<file path="src/rtl/irq_router_pkg.sv">
package irq_router_pkg;

    // Decoded register class for one bus address
    typedef enum logic [2:0] {
        SEL_NONE  = 3'd0,
        SEL_MASK  = 3'd1,
        SEL_STAT  = 3'd2,
        SEL_ROUTE = 3'd3,
        SEL_PEND  = 3'd4
    } reg_sel_e;

    localparam int ADDR_MASK  = 0;
    localparam int ADDR_STAT  = 1;
    localparam int ADDR_ROUTE = 2;

endpackage

</file>
<file path="src/rtl/irq_status_bank.sv">
module irq_status_bank #(
    parameter int NUM_SRC = 32
) (
    input  logic               clk,
    input  logic               rst_n,
    input  logic [NUM_SRC-1:0] src_i,
    input  logic               mask_we,
    input  logic [NUM_SRC-1:0] mask_wdata,
    input  logic               clr_we,
    input  logic [NUM_SRC-1:0] clr_wdata,
    output logic [NUM_SRC-1:0] mask_o,
    output logic [NUM_SRC-1:0] status_o
);

    logic [NUM_SRC-1:0] clr_vec;
    logic [NUM_SRC-1:0] status_d;

    assign clr_vec = clr_we ? clr_wdata : '0;

    // A held request wins over a clear in the same cycle
    always_comb begin
        status_d = src_i | (status_o & ~clr_vec);
    end

    always_ff @(posedge clk or negedge rst_n) begin
        if (!rst_n) begin
            status_o <= '0;
            mask_o   <= '0;
        end else begin
            status_o <= status_d;
            if (mask_we) begin
                mask_o <= mask_wdata;
            end
        end
    end

    assert_mask_write_R2: assert property (@(posedge clk) disable iff (!rst_n)
        mask_we |=> (mask_o == $past(mask_wdata)));

    assert_level_capture_R3: assert property (@(posedge clk) disable iff (!rst_n)
        1'b1 |=> ((status_o & $past(src_i)) == $past(src_i)));

    assert_no_spurious_set_R3: assert property (@(posedge clk) disable iff (!rst_n)
        1'b1 |=> ((status_o & ~$past(status_o) & ~$past(src_i)) == '0));

    assert_w1c_keeps_R4: assert property (@(posedge clk) disable iff (!rst_n)
        1'b1 |=> (($past(status_o) & ~$past(clr_vec) & ~status_o) == '0));

endmodule

</file>
<file path="src/rtl/irq_route_table.sv">
module irq_route_table #(
    parameter int NUM_SRC = 32,
    parameter int FIELD_W = 4,
    parameter int DATA_W  = 32,
    localparam int PER_REG  = DATA_W / FIELD_W,
    localparam int NUM_RT   = NUM_SRC / PER_REG,
    localparam int RT_IDX_W = (NUM_RT > 1) ? $clog2(NUM_RT) : 1
) (
    input  logic                       clk,
    input  logic                       rst_n,
    input  logic                       wr_en,
    input  logic [RT_IDX_W-1:0]        wr_idx,
    input  logic [DATA_W-1:0]          wr_data,
    input  logic [RT_IDX_W-1:0]        rd_idx,
    output logic [DATA_W-1:0]          rd_data,
    output logic [NUM_SRC*FIELD_W-1:0] fields_o
);

    logic [DATA_W-1:0] route_q [NUM_RT];

    for (genvar k = 0; k < NUM_RT; k++) begin : g_reg
        always_ff @(posedge clk or negedge rst_n) begin
            if (!rst_n) begin
                route_q[k] <= '0;
            end else if (wr_en && (wr_idx == RT_IDX_W'(k))) begin
                route_q[k] <= wr_data;
            end
        end
        // Register k carries the fields of sources PER_REG*k upward
        assign fields_o[k*DATA_W +: DATA_W] = route_q[k];
    end

    assign rd_data = route_q[rd_idx];

    assert_route_write_R6: assert property (@(posedge clk) disable iff (!rst_n)
        wr_en |=> (route_q[$past(wr_idx)] == $past(wr_data)));

endmodule

</file>
<file path="src/rtl/irq_line_merge.sv">
module irq_line_merge #(
    parameter int NUM_SRC   = 32,
    parameter int FIELD_W   = 4,
    parameter int NUM_LINES = 6,
    parameter int LINE_BASE = 2
) (
    input  logic                       clk,
    input  logic                       rst_n,
    input  logic [NUM_SRC-1:0]         pend_i,
    input  logic [NUM_SRC*FIELD_W-1:0] fields_i,
    output logic [NUM_LINES-1:0]       lines_o
);

    logic [NUM_LINES-1:0] line_d;

    for (genvar l = 0; l < NUM_LINES; l++) begin : g_line
        logic [NUM_SRC-1:0] match;
        for (genvar s = 0; s < NUM_SRC; s++) begin : g_src
            assign match[s] = pend_i[s] &&
                (fields_i[s*FIELD_W +: FIELD_W] == FIELD_W'(LINE_BASE + l));
        end
        assign line_d[l] = |match;
    end

    always_ff @(posedge clk or negedge rst_n) begin
        if (!rst_n) begin
            lines_o <= '0;
        end else begin
            lines_o <= line_d;
        end
    end

    assert_idle_lines_low_R7: assert property (@(posedge clk) disable iff (!rst_n)
        (pend_i == '0) |=> (lines_o == '0));

endmodule

</file>
<file path="src/rtl/irq_line_router.sv">
module irq_line_router
    import irq_router_pkg::*;
#(
    parameter int NUM_SRC   = 32,
    parameter int FIELD_W   = 4,
    parameter int NUM_LINES = 6,
    parameter int LINE_BASE = 2,
    localparam int DATA_W    = NUM_SRC,
    localparam int PER_REG   = DATA_W / FIELD_W,
    localparam int NUM_RT    = NUM_SRC / PER_REG,
    localparam int RT_IDX_W  = (NUM_RT > 1) ? $clog2(NUM_RT) : 1,
    localparam int ADDR_PEND = ADDR_ROUTE + NUM_RT,
    localparam int ADDR_W    = $clog2(ADDR_PEND + 1)
) (
    input  logic                 clk,
    input  logic                 rst_n,
    input  logic [NUM_SRC-1:0]   src_i,
    input  logic                 bus_en,
    input  logic                 bus_we,
    input  logic [ADDR_W-1:0]    bus_addr,
    input  logic [DATA_W-1:0]    bus_wdata,
    output logic [DATA_W-1:0]    bus_rdata,
    output logic [NUM_LINES-1:0] cpu_line_o
);

    reg_sel_e              sel;
    logic [RT_IDX_W-1:0]   rt_idx;
    logic [NUM_SRC-1:0]    mask_q;
    logic [NUM_SRC-1:0]    status_q;
    logic [NUM_SRC-1:0]    pend;
    logic [DATA_W-1:0]     rt_rdata;
    logic [NUM_SRC*FIELD_W-1:0] fields;
    logic                  wr;

    assign wr = bus_en && bus_we;

    always_comb begin
        sel    = SEL_NONE;
        rt_idx = '0;
        if (bus_addr == ADDR_W'(ADDR_MASK)) begin
            sel = SEL_MASK;
        end else if (bus_addr == ADDR_W'(ADDR_STAT)) begin
            sel = SEL_STAT;
        end else if ((bus_addr >= ADDR_W'(ADDR_ROUTE)) &&
                     (bus_addr <  ADDR_W'(ADDR_PEND))) begin
            sel    = SEL_ROUTE;
            rt_idx = RT_IDX_W'(bus_addr - ADDR_W'(ADDR_ROUTE));
        end else if (bus_addr == ADDR_W'(ADDR_PEND)) begin
            sel = SEL_PEND;
        end
    end

    irq_status_bank #(.NUM_SRC(NUM_SRC)) u_bank (
        .clk        (clk),
        .rst_n      (rst_n),
        .src_i      (src_i),
        .mask_we    (wr && (sel == SEL_MASK)),
        .mask_wdata (bus_wdata),
        .clr_we     (wr && (sel == SEL_STAT)),
        .clr_wdata  (bus_wdata),
        .mask_o     (mask_q),
        .status_o   (status_q)
    );

    irq_route_table #(.NUM_SRC(NUM_SRC), .FIELD_W(FIELD_W), .DATA_W(DATA_W)) u_route (
        .clk      (clk),
        .rst_n    (rst_n),
        .wr_en    (wr && (sel == SEL_ROUTE)),
        .wr_idx   (rt_idx),
        .wr_data  (bus_wdata),
        .rd_idx   (rt_idx),
        .rd_data  (rt_rdata),
        .fields_o (fields)
    );

    assign pend = mask_q & status_q;

    irq_line_merge #(.NUM_SRC(NUM_SRC), .FIELD_W(FIELD_W),
                     .NUM_LINES(NUM_LINES), .LINE_BASE(LINE_BASE)) u_merge (
        .clk      (clk),
        .rst_n    (rst_n),
        .pend_i   (pend),
        .fields_i (fields),
        .lines_o  (cpu_line_o)
    );

    always_comb begin
        unique case (sel)
            SEL_MASK:  bus_rdata = mask_q;
            SEL_STAT:  bus_rdata = status_q;
            SEL_ROUTE: bus_rdata = rt_rdata;
            SEL_PEND:  bus_rdata = pend;
            default:   bus_rdata = '0;
        endcase
    end

    assert_masked_line_drop_R10: assert property (@(posedge clk) disable iff (!rst_n)
        (mask_q == '0) |=> (cpu_line_o == '0));

    assert_pend_write_ignored_R5: assert property (@(posedge clk) disable iff (!rst_n)
        (wr && (sel == SEL_PEND)) |=> $stable(mask_q));

endmodule

</file>
<file path="config.mk">
export PLATFORM = sky130hd
export DESIGN_NAME = irq_line_router
export DESIGN_NICKNAME = d
export VERILOG_FILES = /design/src/rtl/irq_router_pkg.sv /design/src/rtl/irq_status_bank.sv /design/src/rtl/irq_route_table.sv /design/src/rtl/irq_line_merge.sv /design/src/rtl/irq_line_router.sv
export SDC_FILE = /design/constraint.sdc
export NUM_CORES = 1
export LEC_CHECK = 0
export ABC_AREA = 1
export BUFFER_PORTS_ARGS = -buffer_cell sky130_fd_sc_hd__buf_2
export CORE_ASPECT_RATIO = 1.2
export CORE_UTILIZATION = 25
export DETAILED_ROUTE_END_ITERATION = 10
export GPL_TIMING_DRIVEN = 0
export PLACE_DENSITY = 0.39
export REMOVE_ABC_BUFFERS = 1
export SKIP_CTS_REPAIR_TIMING = 1
export SYNTH_ARGS = -nofsm -noshare
export SYNTH_HDL_FRONTEND = slang
export SYNTH_HIERARCHICAL = 1
export SYNTH_SLANG_ARGS = --single-unit
</file>
<file path="constraint.sdc">
create_clock -name clk -period 3 [get_ports clk]
set_input_delay 0.3 -clock clk [delete_from_list [all_inputs] [get_ports clk]]
set_output_delay 0.3 -clock clk [all_outputs]
set_load 0.05 [all_outputs]
</file>
==> results.toml <==
[detailed_routing]
drc = 0
drt_first_pass_iters = 6
vias = 13945
routed_wl_mm = 57.5
drt_iter0_drc = 908
vias_per_cell = 4.50
antenna_left = 0
wire_per_inst_um = 18.6

[sta]
finalHoldViolations = 0
worst_pin_slew_ns = 1.07
fin_crit_ns = 2.95
grt_setup_unrepaired = "true"
relSlewSlack_pct = 28.4
skew_ns = 0.0142
postLayoutSetupSlackWorst_ns = 0.0523
period_share_pct = 98.3
clock.fmax_mhz = 339
setup_viol = 0
maxSlewViolCount = 0

[pwr]
p_leak_nw = 9.18
vdd_ir_drop_max_v = 0.000325
power_density_nw_per_um2 = 606
design_power_total_mw = 10.1

[global_routing]
grt_pass1_vias = 13077
grt_max_degree = 101
antenna_found_initial = 0
grt_first_pass_wirelength_mm = 81.6
grt_overflow = 0
grtUsageTotal_pct = 19.5

[final_layout]
stdcell_area_um2 = 16700
drive_above_1_share_pct = 13.4
seq_area_um2 = 4950
nFillCells = 6185
nets = 2443
most-common-layout-cells = "820 x nand2_1, 357 x inv_1, 313 x nand3_1"
final_common_cell = "nand2_1"
post-route-util_pct = 30.2
final_cells = 3099
syn_to_final_growth_pct = 18.5
multiInputGateArea_um2 = 7150
antenna_cells = 0

[clock_network]
cts.sinks = 198
htree_levels = 4
ctsRootBufferMaster = "clkbuf_16"
cts_max_path_buffers = 2
clkLatencyLatePin_ns = 0.50
cts_tree = "built"
numCtsBuffers = 17
path_clk_slew_ns = 0.08

[placed_design]
routabilityCongestion = 0.923
pre_cts_ws_ns = -1.95
placed_area_um2 = 15200
dpl.hpwl_mm = 39.2
dp_cells = 3012
io_buffers = 108

[critical_path]
cp_max_fo = 17
crit_type = "primary input to output port"
worstPathArrival_ns = 2.65
cp-end-kind = "output port"
slowest_stage = "ha_4"
slowest_delay_ns = 0.30
cp_cell_sequence = "buf_12 > inv_2 > ha_4 > buf_12 > clkinvlp_4 > nor3_4 > buf_6 > buf_12 > buf_8 > nand2_1 > nand3_1 > nand2_1 > nand2_1 > nand3_1 > nor2_1 > nor2_2 > clkbuf_4"
crit_buf_inv = 8
startpoint_type = "primary input"
cpLargestDelayFamily = "buffers and inverters"
cp.required_ns = 2.70

[synthesis]
ys_ff_latch = 198
synth_area_leader_cell = "dfrtp_1"
synth_cell_types = 23
ys_seq_area_share_pct = 35.2
yosys-top-cells-area = "dfrtp_1 35%, nand2_1 22%, nand3_1 11%, inv_1 9.6%, nor2_1 6.7%"
ys_warn_count = 6
synthCells = 2257
syn_area_um2 = 14100
synth_top_area_share_pct = 35.2
syn_avg_cell_area_um2 = 6.24

[die]
rows = 94
die_x_um = 219
core-area_um2 = 55300
die_h_um = 262
dieArea_um2 = 57300
start_util_pct = 25.5
ioPinCount = 109

[min_path]
worstHoldPathType = "primary input to register"

[job]
maxCapViolCount = 0

[run_status]
status = "completed"
path summary, 6_finish.rpt:
check                                                    from                             to  slack [ns]  cells past startpoint
worst max-delay path                              bus_addr[2]                  bus_rdata[11]        0.05                     17
worst min-delay path                            bus_wdata[30]  u_bank/mask_o[30]$_DFFE_PN0P_         0.1                      3
worst max register to register  u_bank/status_o[22]$_DFF_PN0_   u_merge/lines_o[4]$_DFF_PN0_        1.21                     10
worst min register to register  u_bank/status_o[25]$_DFF_PN0_  u_bank/status_o[25]$_DFF_PN0_        0.50                      2
max in group asynchronous                               rst_n   u_merge/lines_o[4]$_DFF_PN0_        1.63                      4
min in group asynchronous                               rst_n  u_bank/status_o[28]$_DFF_PN0_        0.41                      3
sequential cells by signal, summed over array words and instances, names as in the netlist:
signal,cells
u_route/fields_o,128
u_bank/mask_o,32
u_bank/status_o,32
u_merge/lines_o,6
kinds of logic (layout without fill, tap and decap cells):
family	Yosys count	count (layout)	synth area share, %
flops	198	198	35.2
fa+ha+maj	3	3	0.267
simple gates	1525	1527	46.4
compound gates	64	64	3.39
buf+inv	467	587	14.8
synth_stat cells:
library cell	instances
buf_2	36
buf_4	24
buf_6	26
clkbuf_1	11
dfrtp_1	198
ha_1	3
inv_1	361
inv_2	9
nand2_1	821
nand2_2	5
nand3_1	314
nand3_2	2
nand3_4	2
nand3b_1	1
nand4_1	64
nor2_1	253
nor2_2	54
nor2_4	5
nor2_8	1
nor3_1	3
o21ai_0	4
o21ai_1	18
o21ai_2	42
power by group:
part	switching, mW	internal (mW)
Combinational	2.53	1.16
Sequential	0.712	3.21
Clock	1.14	1.36
worst register-to-register path, stage by stage, from the launching register on:
cell and delay [ns]:
dfrtp_1 0.40, nand2_1 0.29, inv_1 0.13, nand2_1 0.10, nor2_2 0.06, nand2_1 0.07, nand2_1 0.08, nor2_1 0.16
nand2_1 0.07, nor2_1 0.13, nand2_1 0.15
metal layers:
| layer | track usage [%] | part of all wire, % | vias to the layer above |
|---|---|---|---|
| li1 | - | - | 7113 |
| met1 | 24.0 | 44 | 6518 |
| met2 | 34.3 | 51 | 256 |
| met3 | 2.89 | 2.6 | 58 |
| met4 | 6.70 | 2.6 | 0 |
| met5 | 0 | 0 | - |
metrics by stage:
stage                TNS, ns  hold slack, ns
floorplan           -1074.91         0.00441
detailed placement   -255.12           0.384
CTS                  -171.07          -0.174
global placement    -3216.13           0.483
global route          -0.457          0.0743
finish                     0          0.0954
area by class of cell:
class | count | area share (%)
clock buffer | 21 | 2.82
multi-input combinational | 1594 | 42.9
clock inverter | 8 | 0.750
sequential | 198 | 29.7
timing repair buffer | 188 | 9.97
inverter | 370 | 8.50
tap | 720 | 5.40
Power figures use the tool's default switching activity.
